### src/rtl/dma_bw_throttle.sv
module dma_bw_throttle #(
  parameter int GRACE       = 2,
  parameter int STALL_SHORT = 4,
  parameter int STALL_LONG  = 8
) (
  input  logic       clk,
  input  logic       rst_n,
  input  logic       svc_start,
  input  logic       svc_end,
  input  logic [1:0] bw_mode,
  input  logic       acc_done,
  input  logic       acc_write,
  input  logic       acc_last,
  output logic       stall_o,
  output logic       prio_elev_o
);

  localparam int SW = $clog2(STALL_LONG + 1);
  localparam int GW = $clog2(GRACE + 1);

  logic          active;
  logic [1:0]    mode_q;
  logic [GW-1:0] grace_cnt;
  logic [SW-1:0] stall_cnt;

  wire          past_grace = (grace_cnt == GW'(GRACE));
  wire          stall_req  = active && acc_done && acc_write && !acc_last
                             && past_grace && mode_q[1];
  wire [SW-1:0] stall_len  = mode_q[0] ? SW'(STALL_LONG) : SW'(STALL_SHORT);

  always_ff @(posedge clk or negedge rst_n) begin
    if (!rst_n) begin
      active    <= 1'b0;
      mode_q    <= 2'b00;
      grace_cnt <= '0;
      stall_cnt <= '0;
    end else if (svc_start) begin
      active    <= 1'b1;
      mode_q    <= bw_mode;
      grace_cnt <= '0;
      stall_cnt <= '0;
    end else if (svc_end) begin
      active    <= 1'b0;
      grace_cnt <= '0;
      stall_cnt <= '0;
    end else if (active) begin
      if (stall_req)
        stall_cnt <= stall_len;
      else if (stall_cnt != '0)
        stall_cnt <= stall_cnt - 1'b1;
      if (acc_done && !past_grace)
        grace_cnt <= grace_cnt + 1'b1;
    end
  end

  assign stall_o     = (stall_cnt != '0);
  assign prio_elev_o = active && (mode_q == 2'b01) && past_grace;

  assert_stall_needs_stall_mode_R2: assert property (@(posedge clk) disable iff (!rst_n)
    stall_o |-> mode_q[1]);

  assert_elev_excludes_stall_R3: assert property (@(posedge clk) disable iff (!rst_n)
    prio_elev_o |-> !stall_o);

  assert_stall_bounded_R5: assert property (@(posedge clk) disable iff (!rst_n)
    stall_cnt <= SW'(STALL_LONG));

  assert_no_stall_in_grace_R6: assert property (@(posedge clk) disable iff (!rst_n)
    (!past_grace) |-> !stall_o);

  assert_last_write_free_R7: assert property (@(posedge clk) disable iff (!rst_n)
    (!svc_start && active && acc_done && acc_last && !stall_o) |=> !stall_o);

  assert_mode_held_R8: assert property (@(posedge clk) disable iff (!rst_n)
    (!svc_start && $past(rst_n)) |=> $stable(mode_q));

  assert_end_clears_R9: assert property (@(posedge clk) disable iff (!rst_n)
    (svc_end && !svc_start) |=> (!stall_o && !prio_elev_o));

  assert_read_free_R10: assert property (@(posedge clk) disable iff (!rst_n)
    (!svc_start && active && acc_done && !acc_write && !stall_o) |=> !stall_o);

endmodule

### config.mk
export PLATFORM = sky130hd
export DESIGN_NAME = dma_bw_throttle
export DESIGN_NICKNAME = d
export VERILOG_FILES = /design/src/rtl/dma_bw_throttle.sv
export SDC_FILE = /design/constraint.sdc
export NUM_CORES = 1
export LEC_CHECK = 0
export ABC_AREA = 1
export BUFFER_PORTS_ARGS = -buffer_cell sky130_fd_sc_hd__buf_2
export CAP_MARGIN = 30
export CORE_MARGIN = 2
export CORE_UTILIZATION = 30
export DETAILED_ROUTE_END_ITERATION = 8
export PLACE_DENSITY = 0.47
export SLEW_MARGIN = 20
export SYNTH_ARGS = -nofsm -noshare
export SYNTH_HDL_FRONTEND = slang
export SYNTH_SLANG_ARGS = --single-unit
### constraint.sdc
create_clock -name clk -period 1.7 [get_ports clk]
set_input_delay 0.255 -clock clk [delete_from_list [all_inputs] [get_ports clk]]
set_output_delay 0.255 -clock clk [all_outputs]
set_load 0.03 [all_outputs]
==> flow_summary_export.csv, run 1 <==
group,metric,value,unit
finish,layout.nets,94,
place,place_ws,0.302,ns
logic_synthesis,syn-cell-area,522,µm²
sta,fmax,0.623,GHz
floorplanning,row_count,15,
sta,finalCritPeriodShare,94.4,%
sta,final.setup.tns,0,ns
grt,met1_usage,16.1,%
grt,grt_pass1_wl,1950,µm
hold_path,hold_path_class,"input port to register",
grt,antenna_found_initial,0,
grt,gr-usage-all-layers,13.9,%
floorplanning,die-area,0.00209,mm²
logic_synthesis,synth_adder_area_share,4.80,%
drt,avgRoutedWirePerCell,11.3,µm
drt,antenna_left,0,
logic_synthesis,synth_cell_types,19,
place,place_hpwl,855,µm
sta,skew,0.00787,ns
logic_synthesis,synth_area_leaders,"dfrtp_1 (43%), nand2_1 (12%), inv_1 (5.8%)",
floorplanning,initial_core_util,30.9,%
logic_synthesis,yosys_warnings,0,
finish,antennaDiodeCount,0,
drt,drt-pass1-iter-count,4,
grt,grt_pass1_vias,473,
finish,layout-area-overhead-vs-synth,23.5,%
sta,rsz0062_at_grt,"no",
logic_synthesis,synth-simple-area-share,33.8,%
sta,worstMarginPinSlew,0.209,ns
logic_synthesis,synth_top_family_by_area,"simple AND/OR/NAND/NOR gates",
sta,holdWs,0.197,ns
clock_network,clkSinkCount,9,
place,port_buffers,10,
logic_synthesis,synth.avg_cell_area,7.79,µm²
critical_path,critPathRequiredTime,1.44,ns
finish,fill_cells,193,
logic_synthesis,synthCells,67,
power_and_ir_drop,leakage,0.000330,µW
grt,use_met2,22.0,%
critical_path,crit_type,"register to output port",
sta,finalSetupViolCount,0,
drt,vias,470,
clock_network,clk_latency,0.27,ns
grt,grt_max_degree,10,
drt,drt-total-wl,1120,µm
critical_path,start_kind,"register",
outcome,outcome,"finished, final reports clean",
logic_synthesis,yosys.area.top_type,"dfrtp_1",
critical_path,worstPathMaxFanout,5,
drt,first_iter_violations,5,
logic_synthesis,synth-seq-area-share,43.2,%
floorplanning,die_h,45.7,µm
power_and_ir_drop,total_power,575,µW
clock_network,postCtsSetupRepairBufs,0,
clock_network,clk_pin_slew,0.07,ns
grt,use_met3,7.14,%
clock_network,cts-htree-levels,1,
logic_synthesis,synth_seq_cells,9,
finish,utilization,38.1,%
logic_synthesis,synthMuxAreaShare,2.16,%
drt,viasPerCell,4.75,
logic_synthesis,yosys.area_share.xor_xnor,3.36,%
power_and_ir_drop,vdd.ir_drop.worst,0.595,mV
grt,overflow,0,
clock_network,cts_tree,"yes",
clock_network,cts-buffers-inserted,3,
clock_network,root_buffer,"clkbuf_4",
sta,period_needed,1.60,ns
logic_synthesis,synth_top_area_share,43.2,%
logic_synthesis,syn-num-nets,78,
drt,remaining_drc_errors,0,
floorplanning,core,0.00169,mm²
grt,grt.busiest_layer,"met2",
power_and_ir_drop,p_per_area,892,mW/mm²
sta,hold_violations,0,
finish,drive_gt1_share,31.7,%
critical_path,cp_data_arrival_time,1.35,ns
clock_network,cts.path.max_buffers,2,
sta,worst_slack,0.0957,ns
logic_synthesis,synth-compound-area-share,6.24,%
run,max_cap_viol_count,0,
sta,drv_slew,0,
place,gp_congestion,0.733,
critical_path,end_kind,"output port",
floorplanning,fp.dieW,45.7,µm
sta,slew_headroom,86.0,%
floorplanning,io_pins,11,
[metal layers]
metal,vias up,wire length [µm]
li1,243,-
met1,215,508
met2,10,544
met3,2,55
met4,0,14
met5,-,0
[registers in the layout (all words and copies together), names as in the netlist]
register	flops
stall_cnt	4
grace_cnt	2
mode_q	2
active	1
[cells in the final DEF, fill, tap and decap left out]
cell            n
buf_4           1
nor2_2          3
ha_1            1
clkbuf_4        3
ha_2            1
a21oi_1         3
o21ai_1         1
nand2_2         3
nor4_2          1
nand4_1         1
o21bai_1        1
inv_2           2
mux2_2          1
buf_2           9
nand3_1         5
nand2_1        16
xor2_1          2
clkinv_2        1
nor2_1          7
dlygate4sd3_1   1
inv_1           7
o21ai_0         1
or2_0           1
dfrtp_1         9
nor2_4          1
[critical path, cell delays in order (launching register included)]
cell and delay (ns):
dfrtp_1 0.37, inv_2 0.09, ha_2 0.20, nand2_1 0.07
nor2_2 0.11, inv_1 0.07, buf_2 0.17
[Yosys cell counts, drive strengths merged]
| cell type | instances |
|---|---|
| a21oi | 3 |
| dfrtp | 9 |
| ha | 2 |
| inv | 9 |
| mux2 | 1 |
| nand2 | 19 |
| nand3 | 5 |
| nand4 | 1 |
| nor2 | 11 |
| nor4 | 1 |
| o21ai | 2 |
| o21bai | 1 |
| or2 | 1 |
| xor2 | 2 |
[power breakdown]
group          switching, µW  leakage [µW]  internal (µW)
registers               15.1      0.000116            231
logic                   97.5      0.000196           58.7
clock network           85.2     0.0000177           87.0
[metrics by stage]
stage	std cells	cell area, µm²
after CTS	99	637
final	99	644
after global routing	99	644
after floorplan	67	528
after detailed placement	94	599
after global placement	94	599
[final timing paths]
path,start,cells past startpoint,to,slack [ns]
max in group asynchronous,rst_n,2,stall_cnt[3],1.14
hold reg to reg,grace_cnt[1],2,grace_cnt[1],0.54
setup reg to reg,grace_cnt[0],9,stall_cnt[0],0.36
min in group asynchronous,rst_n,2,stall_cnt[2],0.36
setup / recovery,stall_cnt[0],6,stall_o,0.1
hold / removal,bw_mode[0],3,mode_q[0],0.20
[kinds of logic (layout without fill, tap and decap cells)]
family,count (synthesis),in the layout
multiplexers,1,1
adder cells (fa/ha/maj),2,2
buffers and inverters,9,24
flip-flops,9,9
XOR/XNOR,2,2
AO/OA/AOI/OAI,6,6
AND/OR/NAND/NOR,38,38
[final cells by class]
class                           count  area (µm²)  area share [%]
Timing Repair Buffer               11        62.6            9.71
Sequential cell                     9         225            35.0
Clock inverter                      1        5.00           0.777
Inverter                            9        33.8            5.24
Multi-Input combinational cell     49         274            42.5
Clock buffer                        3        22.5            3.50
Tap cell                           17        21.3            3.30
[timing repair]
item                                   in CTS  in global routing
gates resized for setup                     0                  5
setup endpoints to repair                   0                  2
endpoints found under the hold margin       9                  0
hold buffers                                1                  0
No activity file was read; power rests on OpenSTA's default activity.
==> run 2: changes to the inputs <==
==> constraint.sdc (replaced) <==
create_clock -name clk -period 2.1 [get_ports clk]
set_input_delay 0.315 -clock clk [delete_from_list [all_inputs] [get_ports clk]]
set_output_delay 0.315 -clock clk [all_outputs]
set_load 0.03 [all_outputs]
==> run 2 against run 1 <==
Clock power fell by 20%. Critical path depth did not move. Clock skew is 0.0037 ns lower. Critical path type unchanged.
==> flow_summary_export.csv, run 2 (same netlist as run 1, synthesis figures left out) <==
group,metric,value,unit
finish,post-route-cell-area,629,µm²
finish,largest_registers,"stall_cnt (4), grace_cnt (2), mode_q (2)",
drt,drt-pass1-iter-count,4,
finish,antennaDiodeCount,0,
drt,antenna_left,0,
clock_network,cts_tree,"yes",
hold_path,hold_depth,3,
sta,period_needed,1.71,ns
finish,multi_input_area,263,µm²
grt,grt_pass1_vias,429,
sta,worst_slack,0.386,ns
critical_path,cp_data_arrival_time,1.40,ns
critical_path,end_kind,"output port",
grt,grt_max_degree,10,
critical_path,startpoint,"stall_cnt[0]",
grt,gr-usage-all-layers,12.6,%
clock_network,postCtsSetupRepairBufs,0,
sta,skew,0.00421,ns
place,port_buffers,10,
critical_path,crit_path_frequent_cell,"inv_1",
grt,antenna_found_initial,0,
hold_path,hold_path_class,"input port to register",
floorplanning,fp.dieW,45.7,µm
floorplanning,core,0.00169,mm²
clock_network,cts.path.max_buffers,2,
floorplanning,die-area,0.00209,mm²
finish,fill_cells,197,
critical_path,crit_type,"register to output port",
critical_path,r2r_start,"stall_cnt[0]",
hold_path,hp-start,"bw_mode[0]",
critical_path,r2r_slack,0.71,ns
clock_network,root_buffer,"clkbuf_4",
sta,drv_slew,0,
grt,grt_pass1_wl,1780,µm
drt,avgRoutedWirePerCell,10.2,µm
place,place_hpwl,794,µm
critical_path,max_stage_delay,0.36,ns
finish,regMostFlops,"stall_cnt",
clock_network,cts-buffers-inserted,3,
finish,layout.nets,94,
finish,layout-area-overhead-vs-synth,20.6,%
sta,hold_violations,0,
sta,slew_headroom,86.5,%
sta,finalCritPeriodShare,81.6,%
sta,fmax,0.584,GHz
clock_network,clk_latency,0.26,ns
critical_path,crit_slowest_cell,"dfrtp_1",
critical_path,critPathBufInv,3,
clock_network,clkSinkCount,9,
floorplanning,initial_core_util,30.9,%
sta,finalSetupViolCount,0,
sta,final.setup.tns,0,ns
finish,regArea,225,µm²
place,placed_area,593,µm²
sta,rsz0062_at_grt,"no",
clock_network,clk_pin_slew,0.06,ns
place,place_ws,0.667,ns
place,gp_congestion,0.792,
power_and_ir_drop,leakage,0.000328,µW
outcome,outcome,"finished, final reports clean",
drt,first_iter_violations,4,
hold_path,min_to,"mode_q[0]",
drt,remaining_drc_errors,0,
clock_network,cts-htree-levels,1,
finish,largest_reg_flops,4,
critical_path,start_kind,"register",
finish,drive_gt1_share,25.6,%
power_and_ir_drop,vdd.ir_drop.worst,0.234,mV
critical_path,worstPathMaxFanout,5,
finish,layout_commonest_cell,"nand2_1",
power_and_ir_drop,p_per_area,724,mW/mm²
critical_path,critPathRequiredTime,1.78,ns
run,max_cap_viol_count,0,
drt,viasPerCell,4.45,
drt,drt-total-wl,1010,µm
critical_path,r2r-end,"stall_cnt[2]",
floorplanning,io_pins,11,
grt,overflow,0,
sta,worstMarginPinSlew,0.201,ns
finish,final_cell_mix,"nand2_1 (16), buf_2 (10), dfrtp_1 (9), inv_1 (8), nor2_1 (8)",
floorplanning,row_count,15,
critical_path,r2r_cells,9,
floorplanning,die_h,45.7,µm
drt,vias,441,
critical_path,path_delay_family,"buffers and inverters",
critical_path,crit_chain,"inv_1 > ha_1 > nand2_1 > nor2_1 > inv_1 > buf_2",
run 2: changes by cell type in the layout (fill, tap and decap cells not counted), sizes merged:
cell / previous run / this run
clkbuf: 3 / 4
clkinv: 1 / 0
run 2: how the worst max path moves through the flow:
stage               depth (start not counted)          end  slack [ns]
global placement                            6      stall_o        0.64
CTS                                         6      stall_o        0.37
global route                                6      stall_o        0.22
floorplan                                   4  prio_elev_o        0.22
finish                                      6      stall_o        0.39
detailed placement                          6      stall_o        0.67
run 2: routing by layer:
layer  vias to the layer above  wire [µm]  GRT usage (%)
li1                        240          -              -
met1                       186        519           15.3
met2                        11        408           18.3
met3                         4         54           4.76
met4                         0         23           8.57
met5                         -          0              0
run 2: repair_timing:
| item | 4_1_cts | 5_1_grt |
|---|---|---|
| hold endpoints to repair | 9 | 0 |
| hold buffers | 1 | 0 |
| gates resized for setup | 0 | 0 |
run 2: area by class of cell:
cell class / count / area share [%]
Inverter: 9 / 5.37
Sequential cell: 9 / 35.8
Timing Repair Buffer: 11 / 9.54
Clock buffer: 4 / 4.17
Multi-Input combinational cell: 49 / 41.7
Tap cell: 17 / 3.38
run 2: tightest hold or removal path: cells and delay by family:
kind / cells / cell delay [ns]
AND/OR/NAND/NOR: 1 / 0.04
AO/OA/AOI/OAI: 1 / 0.06
buffers and inverters: 1 / 0.07
run 2: per-stage QoR:
step | power (µW) | hold WS, ns | utilization, % | instances
after floorplan | 287 | 0.0194 | - | 67
after global placement | 323 | 0.184 | 35.1 | 94
after detailed placement | 322 | 0.184 | 35.1 | 94
after CTS | 462 | 0.258 | 37.3 | 99
after global routing | 497 | 0.270 | 37.3 | 99
final | 456 | 0.261 | 37.3 | 99
run 2: where the power goes:
group / switching [µW] / internal (µW) / leakage [µW] / total [µW]
Sequential: 10.4 / 187 / 0.000116 / 197
Clock: 63.4 / 73.4 / 0.0000150 / 137
Combinational: 76.1 / 45.5 / 0.000196 / 122
Total: 150 / 306 / 0.000328 / 456
